===== src/rtl/flash_qry_pkg.sv =====
// Shared types and the query table contents.
// Assumes the table is addressed by an 8-bit index already range-checked.
package flash_qry_pkg;

    typedef enum logic {
        MODE_QUERY = 1'b0,
        MODE_IDENT = 1'b1
    } rsp_mode_e;

    localparam int unsigned QRY_TABLE_LEN = 82;

    // One query-table byte, computed from the geometry arguments.
    function automatic logic [7:0] qry_table_byte(
        input logic [7:0]  idx,
        input logic [7:0]  size_lg,
        input logic [15:0] blocks_m1,
        input logic [31:0] dev_blk_bytes,
        input logic [7:0]  wbuf_lg
    );
        logic [7:0] b;
        case (idx)
            8'h10: b = 8'h51;                // 'Q'
            8'h11: b = 8'h52;                // 'R'
            8'h12: b = 8'h59;                // 'Y'
            8'h13: b = 8'h01;
            8'h15: b = 8'h31;
            8'h1B: b = 8'h45;
            8'h1C: b = 8'h55;
            8'h1F: b = 8'h07;
            8'h20: b = 8'h07;
            8'h21: b = 8'h0A;
            8'h23: b = 8'h04;
            8'h24: b = 8'h04;
            8'h25: b = 8'h04;
            8'h27: b = size_lg;
            8'h28: b = 8'h02;
            8'h2A: b = wbuf_lg;
            8'h2C: b = 8'h01;
            8'h2D: b = blocks_m1[7:0];
            8'h2E: b = blocks_m1[15:8];
            8'h2F: b = dev_blk_bytes[15:8];
            8'h30: b = dev_blk_bytes[23:16];
            8'h31: b = 8'h50;                // 'P'
            8'h32: b = 8'h52;                // 'R'
            8'h33: b = 8'h49;                // 'I'
            8'h34: b = 8'h31;                // '1'
            8'h35: b = 8'h30;                // '0'
            8'h3F: b = 8'h01;
            default: b = 8'h00;
        endcase
        return b;
    endfunction

endpackage


===== src/rtl/flash_qry_index.sv =====
// Address scaler: turns a bus byte address into the index a single
// device decodes. Assumes all widths are powers of two, so SHIFT is
// log2(bank) + log2(max device) - log2(device).
module flash_qry_index #(
    parameter int unsigned ADDR_W = 16,
    parameter int unsigned SHIFT  = 2
) (
    input  logic [ADDR_W-1:0] addr,
    output logic [ADDR_W-1:0] idx
);

    // Drop the byte-lane and device-width address bits.
    always_comb begin
        idx = addr >> SHIFT;
    end

endmodule


===== src/rtl/flash_qry_lane.sv =====
// One bank-wide lookup: fetches a query byte or identifier code for the
// given index, widens it to one device, then copies it to each device
// lane of the bank. Assumes DEV_BYTES divides BANK_BYTES.
module flash_qry_lane
    import flash_qry_pkg::*;
#(
    parameter int unsigned ADDR_W        = 16,
    parameter int unsigned BANK_BYTES    = 2,
    parameter int unsigned DEV_BYTES     = 1,
    parameter int unsigned MAXDEV_BYTES  = 2,
    parameter logic [15:0] MFR_CODE      = 16'h0089,
    parameter logic [15:0] DEV_CODE      = 16'h0018,
    parameter logic [7:0]  SIZE_LG       = 8'd22,
    parameter logic [15:0] BLOCKS_M1     = 16'd63,
    parameter logic [31:0] DEV_BLK_BYTES = 32'd65536,
    parameter logic [7:0]  WBUF_LG       = 8'h0B
) (
    input  rsp_mode_e             mode,
    input  logic [ADDR_W-1:0]     idx,
    output logic [8*BANK_BYTES-1:0] bank_word
);

    localparam int unsigned NDEV   = BANK_BYTES / DEV_BYTES;
    localparam int unsigned DW     = 8 * DEV_BYTES;
    localparam bit          NARROW = DEV_BYTES < MAXDEV_BYTES;
    localparam bit          X8_OK  = (DEV_BYTES == 1) && (BANK_BYTES <= 4);

    logic [7:0]  qbyte;
    logic [DW-1:0] qry_word;
    logic [DW-1:0] id_word;
    logic [DW-1:0] dev_word;
    logic [63:0] id_ext;

    // Fetch the table byte; out-of-range indices read as zero.
    always_comb begin
        if (idx < ADDR_W'(QRY_TABLE_LEN)) begin
            qbyte = qry_table_byte(idx[7:0], SIZE_LG, BLOCKS_M1,
                                   DEV_BLK_BYTES, WBUF_LG);
        end else begin
            qbyte = 8'h00;
        end
    end

    // Widen the query byte to one device according to the width mode.
    generate
        if (NARROW && X8_OK) begin : g_x8_repeat
            always_comb qry_word = {DEV_BYTES{qbyte}};
        end else if (NARROW) begin : g_x8_unsup
            always_comb qry_word = '0;
        end else begin : g_native
            always_comb qry_word = DW'(qbyte);
        end
    endgenerate

    // Decode the identifier index on its low byte only.
    always_comb begin
        case (idx[7:0])
            8'h00:   id_ext = 64'(MFR_CODE);
            8'h01:   id_ext = 64'(DEV_CODE);
            default: id_ext = 64'd0;
        endcase
        id_word = id_ext[DW-1:0];
    end

    // Select the device answer for the current mode.
    always_comb begin
        dev_word = (mode == MODE_IDENT) ? id_word : qry_word;
    end

    // Copy the device answer into every device lane of the bank.
    generate
        for (genvar d = 0; d < NDEV; d++) begin : g_dev_lane
            assign bank_word[d*DW +: DW] = dev_word;
        end
    endgenerate

endmodule


===== src/rtl/flash_qry_responder.sv =====
// Query/identifier read responder for a bank of parallel flash devices.
// Splits a bus read into bank-wide lookups, masks bytes above the read
// size and registers the result one clock after the strobe.
// Assumes power-of-two widths, DEV_BYTES <= BANK_BYTES, and a one-cycle
// strobe per read.
module flash_qry_responder
    import flash_qry_pkg::*;
#(
    parameter int unsigned ADDR_W       = 16,
    parameter int unsigned SIZE_W       = 2,
    parameter int unsigned BUS_BYTES    = 4,
    parameter int unsigned BANK_BYTES   = 2,
    parameter int unsigned DEV_BYTES    = 1,
    parameter int unsigned MAXDEV_BYTES = 2,
    parameter int unsigned BLOCK_COUNT  = 64,
    parameter int unsigned BLOCK_BYTES  = 131072,
    parameter logic [15:0] MFR_CODE     = 16'h0089,
    parameter logic [15:0] DEV_CODE     = 16'h0018
) (
    input  logic                   clk,
    input  logic                   rst_n,
    input  logic                   rd_en,
    input  logic                   rd_mode,
    input  logic [ADDR_W-1:0]      rd_addr,
    input  logic [SIZE_W-1:0]      rd_size,
    output logic                   rsp_valid,
    output logic [8*BUS_BYTES-1:0] rsp_data
);

    localparam int unsigned NDEV      = BANK_BYTES / DEV_BYTES;
    localparam int unsigned SHIFT     = $clog2(BANK_BYTES) + $clog2(MAXDEV_BYTES)
                                        - $clog2(DEV_BYTES);
    localparam int unsigned LOOKS     = (BUS_BYTES > BANK_BYTES) ?
                                        BUS_BYTES / BANK_BYTES : 1;
    localparam int unsigned ASM_BYTES = LOOKS * BANK_BYTES;
    localparam int unsigned DEV_BLK   = BLOCK_BYTES / NDEV;
    localparam logic [7:0]  SIZE_LG   = 8'($clog2(BLOCK_COUNT) + $clog2(DEV_BLK));
    localparam logic [15:0] BLOCKS_M1 = 16'(BLOCK_COUNT - 1);
    localparam logic [7:0]  WBUF_LG   = (BANK_BYTES == 1) ? 8'h08 : 8'h0B;

    logic [8*ASM_BYTES-1:0] assembled;
    logic [BUS_BYTES-1:0]   keep;
    logic [8*BUS_BYTES-1:0] masked;
    rsp_mode_e              mode;

    assign mode = rsp_mode_e'(rd_mode);

    // One scaler and one lookup per bank lane of the bus word.
    generate
        for (genvar k = 0; k < LOOKS; k++) begin : g_look
            logic [ADDR_W-1:0] look_addr;
            logic [ADDR_W-1:0] look_idx;

            assign look_addr = rd_addr + ADDR_W'(k * BANK_BYTES * BANK_BYTES);

            flash_qry_index #(
                .ADDR_W (ADDR_W),
                .SHIFT  (SHIFT)
            ) u_index (
                .addr (look_addr),
                .idx  (look_idx)
            );

            flash_qry_lane #(
                .ADDR_W        (ADDR_W),
                .BANK_BYTES    (BANK_BYTES),
                .DEV_BYTES     (DEV_BYTES),
                .MAXDEV_BYTES  (MAXDEV_BYTES),
                .MFR_CODE      (MFR_CODE),
                .DEV_CODE      (DEV_CODE),
                .SIZE_LG       (SIZE_LG),
                .BLOCKS_M1     (BLOCKS_M1),
                .DEV_BLK_BYTES (32'(DEV_BLK)),
                .WBUF_LG       (WBUF_LG)
            ) u_lane (
                .mode      (mode),
                .idx       (look_idx),
                .bank_word (assembled[k*8*BANK_BYTES +: 8*BANK_BYTES])
            );
        end
    endgenerate

    // Zero every byte at or above the requested read size.
    always_comb begin
        for (int j = 0; j < BUS_BYTES; j++) begin
            keep[j] = (32'(j) < (32'd1 << rd_size));
            masked[8*j +: 8] = keep[j] ? assembled[8*j +: 8] : 8'h00;
        end
    end

    // Output stage: one clock of latency, data held between reads.
    always_ff @(posedge clk) begin
        if (!rst_n) begin
            rsp_valid <= 1'b0;
            rsp_data  <= '0;
        end else begin
            rsp_valid <= rd_en;
            if (rd_en) begin
                rsp_data <= masked;
            end
        end
    end

endmodule


===== config.mk =====
export PLATFORM = sky130hd
export DESIGN_NAME = flash_qry_responder
export DESIGN_NICKNAME = d
export VERILOG_FILES = /design/src/rtl/flash_qry_pkg.sv /design/src/rtl/flash_qry_index.sv /design/src/rtl/flash_qry_lane.sv /design/src/rtl/flash_qry_responder.sv
export SDC_FILE = /design/constraint.sdc
export NUM_CORES = 1
export LEC_CHECK = 0
export ABC_AREA = 1
export BUFFER_PORTS_ARGS = -buffer_cell sky130_fd_sc_hd__buf_2
export CORE_MARGIN = 4
export CORE_UTILIZATION = 27
export DETAILED_ROUTE_END_ITERATION = 7
export PLACE_DENSITY = 0.53
export SLEW_MARGIN = 25
export SYNTH_ARGS = -nofsm -noshare
export SYNTH_HDL_FRONTEND = slang
export SYNTH_SLANG_ARGS = --single-unit

===== constraint.sdc =====
create_clock -name clk -period 5 [get_ports clk]
set_clock_uncertainty 0.1 [all_clocks]
set_input_delay 0.5 -clock clk [delete_from_list [all_inputs] [get_ports clk]]
set_output_delay 0.5 -clock clk [all_outputs]
set_load 0.05 [all_outputs]

# After elaboration in Yosys (flattened, before gate mapping)
# Memory sizes are Yosys's and may differ from the RTL's.
# Cells that the tools add are included.
[classes] n_reduce_logical=4 n_eq_ne=2 shifts=1 n_mux=12 magnitude_cmp=6 n_addsub=1
[op_table] operator="8-bit 2-to-1 mux" count=10
[op_table] operator="1-bit by 32-bit less-than comparator with 1-bit output, first input constant" count=2
[op_table] operator="2-bit by 32-bit less-than comparator with 1-bit output, first input constant" count=2
[op_table] operator="8-bit case mux with 2 select lines" count=2
[op_table] operator="1-bit by 2-bit << shifter with 32-bit output, first input constant" count=1
[op_table] operator="14-bit by 7-bit less-than comparator with 1-bit output, second input constant" count=2
[op_table] operator="16-bit by 3-bit adder with 16-bit output, second input constant" count=1
[op_table] operator="8-bit by 1-bit equality test with 1-bit output, second input constant" count=2
[op_table] operator="8-bit logical NOT" count=2
[op_table] operator="2-bit logical NOT" count=2
[totals] memories=2 ff_bits=33 word_cells=30 mem_bits_ro=896 out_inout_bits=33 in_bits=22
[mem_list] name="(no name shown)" words=64 word_bits=7 read_ports=1 rd_ports_with_merged_regs=0 write_ports=0 line_no="flash_qry_pkg.sv:21" text="case (idx)"
[mem_list] name="(no name shown)" words=64 word_bits=7 read_ports=1 rd_ports_with_merged_regs=0 write_ports=0 line_no="flash_qry_pkg.sv:21"

# Logic depth before layout (Yosys ltp)
[logic_depth] ltp_word=6 mapped_depth=15 mapped_depth_nobuf=14

# Cells and area by module
# A second synthesis with hierarchy kept.
[hier_totals] hier_cells=487 area_unflattened_um2=3096.7
[by_module_without_submodules] module="flash_qry_responder" area_per_inst_um2=1505.2 seq_area_each_um2=660.6 n_inst=1 cells_each=207
[by_module_without_submodules] module="flash_qry_lane" area_per_inst_um2=671.9 seq_area_each_um2=0.0 n_inst=2 cells_each=123
[by_module_without_submodules] module="flash_qry_index" area_per_inst_um2=123.9 seq_area_each_um2=0.0 n_inst=2 cells_each=17

# Least setup slack after synthesis
# Ideal clock, no wire load.
[synth_path] kind="input -> register" startpoint="input port rd_addr[2]" endpoint="register rsp_data[16]" setup_time_ns=0.109 arrival_time_ns=2.109 required_time_ns=4.791 stages=15 path_slack_ns=2.683 path_buffers=1 cell_sequence="ha_1 > inv_1 > ha_1 > clkbuf_1 > nor2_1 > inv_1 > nand2_1 > o21ai_0 > nand2_1 > a21oi_1 > nor2_1 > nand2_1 > nand3_1 > nand2_1 > inv_1"
[synth_via] elab_chain_cells=6 word_cells_on_any_way=11 cone_classes="1 x add/sub; 1 x order compare; 1 x eq/ne; 5 x mux; 2 x reduce/logical; 1 x memory"
[synth_lines] item="start, declared" line_no="flash_qry_responder.sv:24" text="input logic [ADDR_W-1:0] rd_addr,"
[synth_lines] item="16-bit by 3-bit adder with 16-bit output (*)" line_no="flash_qry_responder.sv:54" text="assign look_addr = rd_addr + ADDR_W'(k * BANK_BYTES * BANK_BYTES);"
[synth_lines] item="memory 64 x 7 bit or 2-bit logical NOT (tied branches)"
[synth_lines] item="8-bit 2-to-1 mux" line_no="flash_qry_pkg.sv:21"
[synth_lines] item="8-bit 2-to-1 mux" line_no="flash_qry_lane.sv:36" text="if (idx < ADDR_W'(QRY_TABLE_LEN)) begin"
[synth_lines] item="8-bit 2-to-1 mux (*)" line_no="flash_qry_lane.sv:67" text="dev_word = (mode == MODE_IDENT) ? id_word : qry_word;"
[synth_lines] item="8-bit 2-to-1 mux (*)" line_no="flash_qry_responder.sv:87" text="masked[8*j +: 8] = keep[j] ? assembled[8*j +: 8] : 8'h00;"
[synth_lines] item="end signal, assigned" line_no="flash_qry_responder.sv:99" text="rsp_data <= masked;"
[synth_lines] item="end, declared" line_no="flash_qry_responder.sv:27" text="output logic [8*BUS_BYTES-1:0] rsp_data"
# Mark *: on every way between the ends. The rest lies on a longest branch, timed or not.
# A chain may end at the register's enable or synchronous reset.

# Final worst setup path
# Same ends and word-level chain as after synthesis.

==> summary.json <==
{
  "run_status": {"value": "complete, no violations"},
  "ys_warn_count": {"value": 0},
  "dr_wl_met3": {"value": 407, "unit": "um"},
  "timing_worst_setup_path_type": {"value": "in -> reg"},
  "worst_setup_hold_path_clk_slew": {"value": 0.06, "unit": "ns"},
  "max_cap_viol_count": {"value": 0},
  "rsz0062_at_grt": {"value": "no"},
  "tritoncts": {"value": "built"},
  "power.density_cell_area": {"value": 206, "unit": "nW/um^2"},
  "path_cells": {"value": "buf_2 -> ha_1 -> inv_1 -> ha_1 -> inv_1 -> or2_2 -> nand2_1 -> nand2_1 -> nand3_1 -> a21oi_1 -> nor2_1 -> nand2_1 -> nand3_1 -> nand2_1 -> inv_1"},
  "synthDominantAreaCellType": {"value": "dfxtp_1"},
  "syn-mean-instance-area": {"value": 6.01, "unit": "sq um"},
  "share_seq_of_total_power": {"value": 0.437},
  "initial_standard_cell_utilization_of_the_core": {"value": 0.276},
  "yosys_register_bits": {"value": 33},
  "mostFrequentLayoutCells": {"value": "nand2_1, buf_2, nand3_1"},
  "mostFrequentLayoutCell": {"value": "nand2_1"},
  "detail_route.wirelength.met1": {"value": 3520, "unit": "um"},
  "synth_nets": {"value": 453},
  "drive_above_1_share": {"value": 0.172},
  "ant_nets": {"value": 0},
  "register_to_register_setup_slack": {"value": 4.17, "unit": "ns"},
  "gpl.final_weighted_congestion": {"value": 0.909},
  "floorplan.core_area": {"value": 9150, "unit": "sq um"},
  "final.hold.worst_slack": {"value": 0.359, "unit": "ns"},
  "hp_class": {"value": "reg -> reg"},
  "dpl_cell_area": {"value": 2850, "unit": "sq um"},
  "global_route_wire_length_before_repair": {"value": 13200, "unit": "um"},
  "clock_tree.buffer_depth": {"value": 2},
  "cts-resized-gates": {"value": 0},
  "insertedDiodeCount": {"value": 0},
  "detailedRoute.firstIterationViolations": {"value": 159},
  "netlist_top_cells_area": {"value": "dfxtp_1, nand2_1, nand3_1"},
  "final_cell_area": {"value": 2940, "unit": "sq um"},
  "global_route_total_usage_across_every_layer": {"value": 0.144},
  "worst_slack": {"value": 2.29, "unit": "ns"},
  "nets_final": {"value": 498},
  "dr_total_vias": {"value": 2891},
  "total_switching_power": {"value": 192, "unit": "uW"},
  "cts_root_buffer": {"value": "clkbuf_8"},
  "totalNegativeSetupSlack": {"value": 0, "unit": "ns"},
  "timing_worst_slew_pin_value": {"value": 0.856, "unit": "ns"},
  "n_fill_cell": {"value": 1025},
  "clock_insertion_delay_worst_skew": {"value": 0.28, "unit": "ns"},
  "required_time_of_the_critical_path": {"value": 5.13, "unit": "ns"},
  "post-route-period-util": {"value": 0.541},
  "power.share.switching": {"value": 0.317},
  "power.leakage": {"value": 0.00142, "unit": "uW"},
  "top_layer_used": {"value": "met4"},
  "timing.critical_path.mode_cell": {"value": "nand2_1"},
  "setup_viol": {"value": 0},
  "crit_arrival": {"value": 2.83, "unit": "ns"},
  "timing.final.hold_violations": {"value": 0},
  "timing_limited_maximum_frequency": {"value": 0.369, "unit": "GHz"},
  "pin_count_of_the_biggest_net_entering_global_routing": {"value": 30},
  "placement.setup.worst_slack": {"value": 2.05, "unit": "ns"},
  "routed_wl": {"value": 7710, "unit": "um"},
  "cp_max_fo": {"value": 11},
  "timing.slew.headroom": {"value": 0.428},
  "synth_cells": {"value": 420},
  "clock_share_of_power": {"value": 0.328},
  "netlist-cell-type-count": {"value": 36},
  "vdd_ir_drop_max": {"value": 0.155, "unit": "mV"},
  "comb_power_share": {"value": 0.234},
  "firstDrtPassIters": {"value": 5},
  "postCtsHoldBufs": {"value": 0},
  "internal_power": {"value": 413, "unit": "uW"},
  "layout-area-overhead-vs-synth": {"value": 16.6, "unit": "%"},
  "critical_path.startpoint_type": {"value": "primary input"},
  "die-area": {"value": 11000, "unit": "sq um"},
  "initial_antenna_violation_count": {"value": 0},
  "rows": {"value": 35},
  "clock_sink_count": {"value": 33},
  "met2_length": {"value": 3670, "unit": "um"},
  "vias_in_the_first_global_route": {"value": 2746},
  "per_cell_routed_wire_length": {"value": 13.4, "unit": "um"},
  "grt_overflow_total": {"value": 0},
  "min_period": {"value": 2.71, "unit": "ns"},
  "slew_viol_final": {"value": 0},
  "critPathMaxStageDelay": {"value": 0.51, "unit": "ns"},
  "synth_top_area_frac": {"value": 0.262},
  "drt_drc_violations_left": {"value": 0},
  "floorplan.die.width": {"value": 105, "unit": "um"},
  "detailed_place_hpwl": {"value": 5960, "unit": "um"},
  "ctsHtreeMaxLevel": {"value": 2},
  "avgViaCountPerCell": {"value": 5.02},
  "cpMaxStageDelayCell": {"value": "ha_1"},
  "port_buffers": {"value": 52},
  "finalPower": {"value": 605, "unit": "uW"},
  "synth_sequential_area_ratio": {"value": 0.262},
  "crit_path_end_kind": {"value": "register"},
  "io_pins": {"value": 55},
  "post_synth_instance_area": {"value": 2520, "unit": "sq um"},
  "post-cts-setup-buffer-count": {"value": 0},
  "numCtsBuffers": {"value": 5},
  "chipHeight": {"value": 105, "unit": "um"}
}
[routing by layer]
layer / up-vias / track usage
li1: 1469 / -
met1: 1316 / 0.187
met2: 93 / 0.245
met3: 13 / 0.0278
met4: 0 / 0.0366
met5: - / 0
[cell usage after synthesis (all sizes together)]
| cell | instances |
|---|---|
| a22oi | 1 |
| o22ai | 4 |
| o2111ai | 1 |
| nand2 | 135 |
| o221ai | 1 |
| nor2 | 45 |
| buf | 8 |
| clkinv | 1 |
| nand4 | 10 |
| nor3b | 1 |
| o21ai | 23 |
| o211ai | 2 |
| a31oi | 2 |
| dfxtp | 33 |
| a32oi | 1 |
| clkbuf | 6 |
| nand3 | 43 |
| a21oi | 32 |
| nor4 | 2 |
| nor3 | 6 |
| and3 | 1 |
| o21a | 2 |
| or2 | 3 |
| ha | 11 |
| inv | 44 |
| o311ai | 1 |
| a31o | 1 |
[area by class of cell]
| class | count | area, sq um | share of cell area |
|---|---|---|---|
| multi-input combinational | 328 | 1630 | 0.553 |
| inverter | 45 | 169 | 0.0574 |
| timing repair buffer | 52 | 260 | 0.0885 |
| tap | 111 | 139 | 0.0472 |
| sequential | 33 | 661 | 0.225 |
| clock buffer | 7 | 86.3 | 0.0294 |
[logic make-up after synthesis]
logic type,Yosys count,share of synthesized area
flops,33,0.262
fa+ha+maj,11,0.0546
simple gates,246,0.434
compound gates,71,0.156
buf+inv,59,0.0937
[registers in the layout, indices dropped and copies added (netlist names)]
register and count:
rsp_data 32, rsp_valid 1
[power by group through the flow]
stage,sequential (uW),clock [uW],combinational [uW]
CTS,265,205,140
floorplan,275,0,95.4
finish,265,199,142
global route,265,221,159
detailed placement,271,0,139
global placement,271,0,140
[final timing paths]
| kind | from | to | cells past startpoint |
|---|---|---|---|
| setup / recovery | rd_addr[2] | rsp_data[16]$_SDFFE_PN0P_ | 15 |
| hold / removal | rsp_data[25]$_SDFFE_PN0P_ | rsp_data[25]$_SDFFE_PN0P_ | 2 |
| setup reg to reg | rsp_data[4]$_SDFFE_PN0P_ | rsp_data[4]$_SDFFE_PN0P_ | 4 |
| hold reg to reg | rsp_data[25]$_SDFFE_PN0P_ | rsp_data[25]$_SDFFE_PN0P_ | 2 |
[metrics by stage]
step,cells,util
final,576,0.321
after global routing,576,0.321
after CTS,576,0.321
after detailed placement,569,0.312
after global placement,569,0.312
after floorplan,420,-
[critical path: cells and delay by family]
family | cells | cell delay [ns]
AND/OR/NAND/NOR | 8 | 0.85
AO/OA/AOI/OAI | 1 | 0.08
adder cells (fa/ha/maj) | 2 | 0.86
buffers and inverters | 4 | 0.54
Power figures use the tool's default switching activity.
